--- config.mk ---
export PLATFORM = sky130hd
export DESIGN_NAME = fpcmp_unit
export DESIGN_NICKNAME = d
export VERILOG_FILES = /design/src/rtl/fpcmp_pkg.sv /design/src/rtl/fpcmp_classify.sv /design/src/rtl/fpcmp_order.sv /design/src/rtl/fpcmp_flags.sv /design/src/rtl/fpcmp_unit.sv
export SDC_FILE = /design/constraint.sdc
export NUM_CORES = 1
export LEC_CHECK = 0
export BUFFER_PORTS_ARGS = -buffer_cell sky130_fd_sc_hd__buf_2
export CORE_ASPECT_RATIO = 1.2
export CORE_MARGIN = 1.5
export CORE_UTILIZATION = 45
export DETAILED_ROUTE_END_ITERATION = 12
export PLACE_DENSITY = 0.81
export SYNTH_ARGS = -nofsm -noshare
export SYNTH_HDL_FRONTEND = slang
export SYNTH_SLANG_ARGS = --single-unit
--- constraint.sdc ---
create_clock -name clk -period 0.9 [get_ports clk]
set_input_delay 0.135 -clock clk [delete_from_list [all_inputs] [get_ports clk]]
set_output_delay 0.135 -clock clk [all_outputs]
set_load 0.03 [all_outputs]
--- src/rtl/fpcmp_pkg.sv ---
package fpcmp_pkg;
  localparam int CC_W  = 4;
  localparam int CC_LT = 3;
  localparam int CC_GT = 2;
  localparam int CC_EQ = 1;
  localparam int CC_UN = 0;

  typedef struct packed {
    logic sign;
    logic is_zero;
    logic is_nan;
    logic is_snan;
    logic is_qnan;
  } fp_class_t;
endpackage

--- src/rtl/fpcmp_classify.sv ---
module fpcmp_classify
  import fpcmp_pkg::*;
#(
  parameter int EXP_W  = 11,
  parameter int FRAC_W = 52,
  localparam int W     = 1 + EXP_W + FRAC_W
) (
  input  logic [W-1:0] operand,
  output fp_class_t    cls,
  output logic [W-2:0] magnitude
);
  logic [EXP_W-1:0]  exp_f;
  logic [FRAC_W-1:0] frac_f;
  logic              exp_ones;
  logic              frac_nz;

  assign exp_f     = operand[W-2 -: EXP_W];
  assign frac_f    = operand[FRAC_W-1:0];
  assign exp_ones  = &exp_f;
  assign frac_nz   = |frac_f;
  assign magnitude = operand[W-2:0];

  always_comb begin
    cls         = '0;
    cls.sign    = operand[W-1];
    cls.is_zero = (magnitude == '0);
    cls.is_nan  = exp_ones & frac_nz;
    cls.is_qnan = cls.is_nan &  frac_f[FRAC_W-1];
    cls.is_snan = cls.is_nan & ~frac_f[FRAC_W-1];
  end
endmodule

--- src/rtl/fpcmp_order.sv ---
module fpcmp_order
  import fpcmp_pkg::*;
#(
  parameter int MAG_W = 63
) (
  input  fp_class_t        cls_a,
  input  fp_class_t        cls_b,
  input  logic [MAG_W-1:0] mag_a,
  input  logic [MAG_W-1:0] mag_b,
  output logic [CC_W-1:0]  cc_next
);
  logic unord;
  logic zeros;
  logic mag_less;
  logic mag_same;

  assign unord    = cls_a.is_nan | cls_b.is_nan;
  assign zeros    = cls_a.is_zero & cls_b.is_zero;
  assign mag_less = (mag_a < mag_b);
  assign mag_same = (mag_a == mag_b);

  always_comb begin
    cc_next = '0;
    if (unord)                        cc_next[CC_UN] = 1'b1;
    else if (zeros)                   cc_next[CC_EQ] = 1'b1;
    else if (cls_a.sign != cls_b.sign) begin
      if (cls_a.sign)                 cc_next[CC_LT] = 1'b1;
      else                            cc_next[CC_GT] = 1'b1;
    end
    else if (mag_same)                cc_next[CC_EQ] = 1'b1;
    else if (mag_less ^ cls_a.sign)   cc_next[CC_LT] = 1'b1;
    else                              cc_next[CC_GT] = 1'b1;
  end
endmodule

--- src/rtl/fpcmp_flags.sv ---
module fpcmp_flags
  import fpcmp_pkg::*;
(
  input  fp_class_t cls_a,
  input  fp_class_t cls_b,
  input  logic      ordered,
  input  logic      inv_en,
  output logic      snan_next,
  output logic      vc_next
);
  logic any_snan;
  logic any_qnan;

  assign any_snan  = cls_a.is_snan | cls_b.is_snan;
  assign any_qnan  = cls_a.is_qnan | cls_b.is_qnan;
  assign snan_next = any_snan;

  always_comb begin
    vc_next = 1'b0;
    if (ordered) begin
      if (any_snan)      vc_next = ~inv_en;
      else if (any_qnan) vc_next = 1'b1;
    end
  end
endmodule

--- src/rtl/fpcmp_unit.sv ---
module fpcmp_unit
  import fpcmp_pkg::*;
#(
  parameter int EXP_W  = 11,
  parameter int FRAC_W = 52,
  localparam int W     = 1 + EXP_W + FRAC_W
) (
  input  logic            clk,
  input  logic            rst_n,
  input  logic            start,
  input  logic            ordered,
  input  logic            inv_en,
  input  logic [W-1:0]    op_a,
  input  logic [W-1:0]    op_b,
  output logic            done,
  output logic [CC_W-1:0] cc,
  output logic            vxsnan,
  output logic            vxvc
);
  logic [W-1:0]    ops [2];
  fp_class_t       cls [2];
  logic [W-2:0]    mag [2];
  logic [CC_W-1:0] cc_next;
  logic            snan_next;
  logic            vc_next;

  assign ops[0] = op_a;
  assign ops[1] = op_b;

  for (genvar g = 0; g < 2; g++) begin : g_cls
    fpcmp_classify #(.EXP_W(EXP_W), .FRAC_W(FRAC_W)) i_cls (
      .operand   (ops[g]),
      .cls       (cls[g]),
      .magnitude (mag[g])
    );
  end

  fpcmp_order #(.MAG_W(W-1)) i_order (
    .cls_a   (cls[0]),
    .cls_b   (cls[1]),
    .mag_a   (mag[0]),
    .mag_b   (mag[1]),
    .cc_next (cc_next)
  );

  fpcmp_flags i_flags (
    .cls_a     (cls[0]),
    .cls_b     (cls[1]),
    .ordered   (ordered),
    .inv_en    (inv_en),
    .snan_next (snan_next),
    .vc_next   (vc_next)
  );

  always_ff @(posedge clk or negedge rst_n) begin
    if (!rst_n) begin
      done   <= 1'b0;
      cc     <= '0;
      vxsnan <= 1'b0;
      vxvc   <= 1'b0;
    end else begin
      done <= start;
      if (start) begin
        cc     <= cc_next;
        vxsnan <= snan_next;
        vxvc   <= vc_next;
      end
    end
  end

  logic nan_in;
  logic snan_in;
  assign nan_in  = cls[0].is_nan  | cls[1].is_nan;
  assign snan_in = cls[0].is_snan | cls[1].is_snan;


  nan_unordered_chk: assert property (@(posedge clk) disable iff (!rst_n)
    ($past(start) && $past(nan_in)) |-> (cc == 4'b0001));


  snan_flag_chk: assert property (@(posedge clk) disable iff (!rst_n)
    $past(start) |-> (vxsnan == $past(snan_in)));


  unord_no_vxvc_chk: assert property (@(posedge clk) disable iff (!rst_n)
    ($past(start) && !$past(ordered)) |-> !vxvc);


  cc_onehot_chk: assert property (@(posedge clk) disable iff (!rst_n)
    done |-> ($countones(cc) == 1));


  done_pulse_chk: assert property (@(posedge clk) disable iff (!rst_n)
    done == $past(start));


  result_hold_chk: assert property (@(posedge clk) disable iff (!rst_n)
    !$past(start) |-> ($stable(cc) && $stable(vxsnan) && $stable(vxvc)));
endmodule

==> flow_summary.toml, run 1 <==
[cts]
cts.sinks = 7
root_buffer = "clkbuf_8"
ctsHoldBuffers = 1
h-tree-depth = 1
post_cts_buffers = 14
cts-buffers-inserted = 3
cts.repair.resized = 133
cts_buffer_depth = 2

[synth]
synth_nets = 520
avgSynthCellArea_um2 = 7.18
yosysWarnings = 0
synthCells = 324
seq_area_frac_synth = 0.0753
synth.distinct_cells = 39
syn_area_um2 = 2330
synth-seq-cells = 7

[floorplanning]
die_h_um = 81.8
rows = 28
io_pins = 140
initial_core_util = 0.471
die_w_um = 68.7

[run_status]
lastStage = "clock tree synthesis (4_1_cts)"
outcome = "aborted with a tool error"
error_line = "[ERROR DPL-0033] detailed placement checks failed during check placement."

[placement]
gp_congestion = 0.872
io_buffers = 139
place_area_um2 = 4020
dp_hpwl_um = 8170
-- metrics by stage --
step | worst slack [ps] | instances | utilization
2_1_floorplan | -1160 | 324 | -
3_5_place_dp | -1360 | 625 | 0.814
3_3_place_gp | -1310 | 625 | 0.814
-- Yosys cell counts --
cell / instances / area [µm²]
ha_1: 63 / 788
inv_1: 68 / 255
a21o_2: 2 / 17.5
a2111oi_1: 2 / 20.0
o21ai_0: 6 / 30.0
o32ai_1: 1 / 8.76
a22o_1: 1 / 8.76
and3_2: 1 / 7.51
a22oi_1: 3 / 22.5
a221oi_1: 1 / 8.76
nor4_1: 36 / 225
nor3_1: 7 / 35.0
nand2_1: 22 / 82.6
nor2_1: 13 / 48.8
o31a_1: 1 / 8.76
nor4_2: 1 / 12.5
nand2b_1: 2 / 12.5
or2_4: 1 / 8.76
nand4_2: 1 / 12.5
xor2_1: 1 / 8.76
a21oi_1: 28 / 140
a221o_1: 2 / 20.0
o2bb2ai_1: 2 / 17.5
o21ai_1: 1 / 5.00
a211oi_1: 2 / 15.0
a41oi_1: 1 / 8.76
nand3_1: 12 / 60.1
nand4_1: 23 / 144
clkdlybuf4s25_2: 1 / 10.0
a211oi_2: 1 / 12.5
a21o_1: 1 / 7.51
a2111oi_2: 1 / 15.0
nand3b_1: 1 / 7.51
o311a_1: 2 / 20.0
o211ai_1: 2 / 15.0
o21a_1: 1 / 7.51
and2_2: 2 / 15.0
a21oi_2: 1 / 8.76
dfrtp_1: 7 / 175
-- logic make-up after synthesis --
kind of cell,after synthesis,share of synthesized area
compound gates,62,0.180
xor+xnor,1,0.00376
fa+ha+maj,63,0.339
buf+inv,69,0.114
flops,7,0.0753
simple gates,122,0.289
==> inputs of run 2 (changes only) <==
- CORE_ASPECT_RATIO: 1.2 -> default
- CORE_UTILIZATION: 45 -> 35
- PLACE_DENSITY: 0.81 -> default
- PLACE_DENSITY_LB_ADDON: default -> 0.15
==> run 2 against run 1 <==
The flow now finishes, with violations (negative setup slack). Synthesized area unchanged. Synthesized cell count unchanged.
==> flow_summary.toml, run 2 <==
[setup_path]
max_stage_delay_ps = 330
crit_chain = "buf_2 -> inv_1 -> ha_1 -> a21oi_1 -> o21ai_0 -> a22oi_1 -> o211ai_1 -> a21o_2 -> o311a_1 -> a221o_1"
crit_buf_inv = 2
crit_path_end_kind = "flip-flop"
critPathRequiredTime_ps = 1020
cp.arrival_ps = 2220
cp_max_fo = 3
worst_path_max_delay_cell = "o311a_1"
crit_type = "in -> reg"
cp-start-kind = "primary input"
path_delay_family = "compound AO/OA/AOI/OAI gates"

[timing]
slew_violations = 0
finalSetupViolations = 12
hold_viol = 0
tightest_slew_ps = 461
rsz0062_at_grt = "yes"
clock.fmax_mhz = 477
post-route-period-util = 2.33
fin_ws_ps = -1200
relSlewSlack = 0.693
finClkSkew_ps = 0
final.min_clock_period_ps = 2100

[synth]
synth_commonest_cells = "inv_1 (68), ha_1 (63), nor4_1 (36)"
yosysWarnings = 0
syn_area_um2 = 2330
synth_area_leader_cell = "ha_1"
avgSynthCellArea_um2 = 7.18
post-synth-top-count-cell = "inv_1"
synthArstFlopShare = 1.00
synth-main-ff-cell = "dfrtp_1"
synth_top_area_frac = 0.339
seq_area_frac_synth = 0.0753
synth.area.top_cells = "ha_1 (34%), inv_1 (11%), nor4_1 (9.7%)"
synth_nets = 520
synth-seq-cells = 7
synth.distinct_cells = 39
synth-edff-count = 0
synthCells = 324

[floorplanning]
io_pins = 140
die_h_um = 84.5
core_area_um2 = 6390
die_w_um = 84.5
initial_core_util = 0.364
rows = 29
die_area_um2 = 7150

[cts]
h-tree-depth = 1
cts_buffer_depth = 2
root_buffer = "clkbuf_8"
clock_latency_ps = 240
path_clk_slew_ps = 40
cts.sinks = 7
cts-buffers-inserted = 3
cts_tree = "yes"

[power]
p_comb_frac = 0.735
power_density_nw_per_um2 = 591
switching_share = 0.400
p_sw_uw = 1250
p_int_uw = 1870
seqPwrFrac = 0.114
ir_drop_mv = 0.998
clockPowerShare = 0.151
p_leak_uw = 0.00256

[global_route]
grt_pass1_wl_um = 15900
grt.overflow.total = 0
grt_pass1_vias = 3602
grt_usage = 0.268
grt_antenna_before_repair = 0
grt_max_degree = 9

[final_layout]
layout.nets = 775
layout-drive-gt1-share = 0.635
final_cells = 655
largest_reg_flops = 4
largest_register = "cc"
antenna_cells = 0
area_delta_synth_final_pct = 127
layout_common_cells = "buf_4 (98), buf_2 (82), buf_6 (58), inv_1 (40), ha_1 (32)"
layout_commonest_cell = "buf_4"

[routing]
avgViaCountPerCell = 5.74
drcViolationCount = 0
ant_nets = 0
drt-wirelength-per-cell_um = 18.7
finalWirelength_um = 12300
drt_first_pass_iters = 5
initialDrtViolationCount = 125
num_vias = 3761

[placement]
pre_cts_ws_ps = -1390
place_inst = 639
io_buffers = 139
gp_congestion = 0.864
dp_hpwl_um = 7580

[flow_run]
cap_violations = 0

[min_path]
hp-class = "in -> reg"

[run_status]
outcome = "finished with violations"
violations = "negative setup slack"
[run 2: cell counts after synthesis]
No cell type changed its count.
[run 2: path summary, 6_finish.rpt]
check                              start  endpoint  slack (ps)  cells past startpoint
min in group asynchronous          rst_n    vxsnan         260                      2
worst min-delay path               start      done         200                      2
worst max register to register     cc[2]     cc[2]          20                      1
worst min register to register     cc[0]     cc[0]         520                      1
max in group asynchronous          rst_n     cc[1]         490                      2
worst max-delay path            op_b[22]     cc[2]       -1200                     10
[run 2: metrics by stage]
step	area [µm²]	hold WS (ps)	setup TNS [ps]	utilization	power (µW)
2_1_floorplan	2480	-161	-3620	-	1020
3_3_place_gp	4020	-24.5	-7330	0.629	1870
3_5_place_dp	4020	-24.5	-7080	0.629	1920
4_1_cts	4790	180	-4530	0.749	2730
5_1_grt	5290	206	-5800	0.828	3310
6_report	5290	197	-5440	0.828	3120
[run 2: routing by layer]
metal	GRT usage	share of wire	up-vias
li1	-	-	1727
met1	0.301	0.36	1760
met2	0.534	0.53	215
met3	0.0265	0.070	59
met4	0.0645	0.042	0
met5	0	0	-
[run 2: logic make-up (layout without fill, tap and decap cells)]
logic type	count (synthesis)	count (layout)	share of synthesized area
xor gates and xnor gates	1	1	0.00376
AOI/OAI and AO/OA	62	62	0.180
buffers and inverters	69	323	0.114
and+or+nand+nor	122	122	0.289
adders and majority gates	63	63	0.339
DFF	7	7	0.0753
[run 2: area by class of cell]
class	count	area, µm²
Multi-Input combinational cell	248	2700
Sequential cell	7	175
Timing Repair Buffer	251	1990
Inverter	68	283
Tap cell	77	96.3
Fill cell	367	1100
Clock buffer	4	45.0
[run 2: power groups by stage]
stage | combinational [µW] | sequential (µW) | clock [µW]
after floorplan | 625 | 395 | 0
after global placement | 1520 | 353 | 0
after detailed placement | 1570 | 353 | 0
after CTS | 1910 | 354 | 472
after global routing | 2450 | 357 | 503
final | 2300 | 355 | 472
[run 2: timing repair]
item                       4_1_cts  5_1_grt
resized for setup              142       89
setup endpoints to repair       13       13
hold buffers                     1        0
buffers inserted                 6       10
pin swaps                       44       49
hold endpoints to repair         7        0
Power figures use the tool's default switching activity.
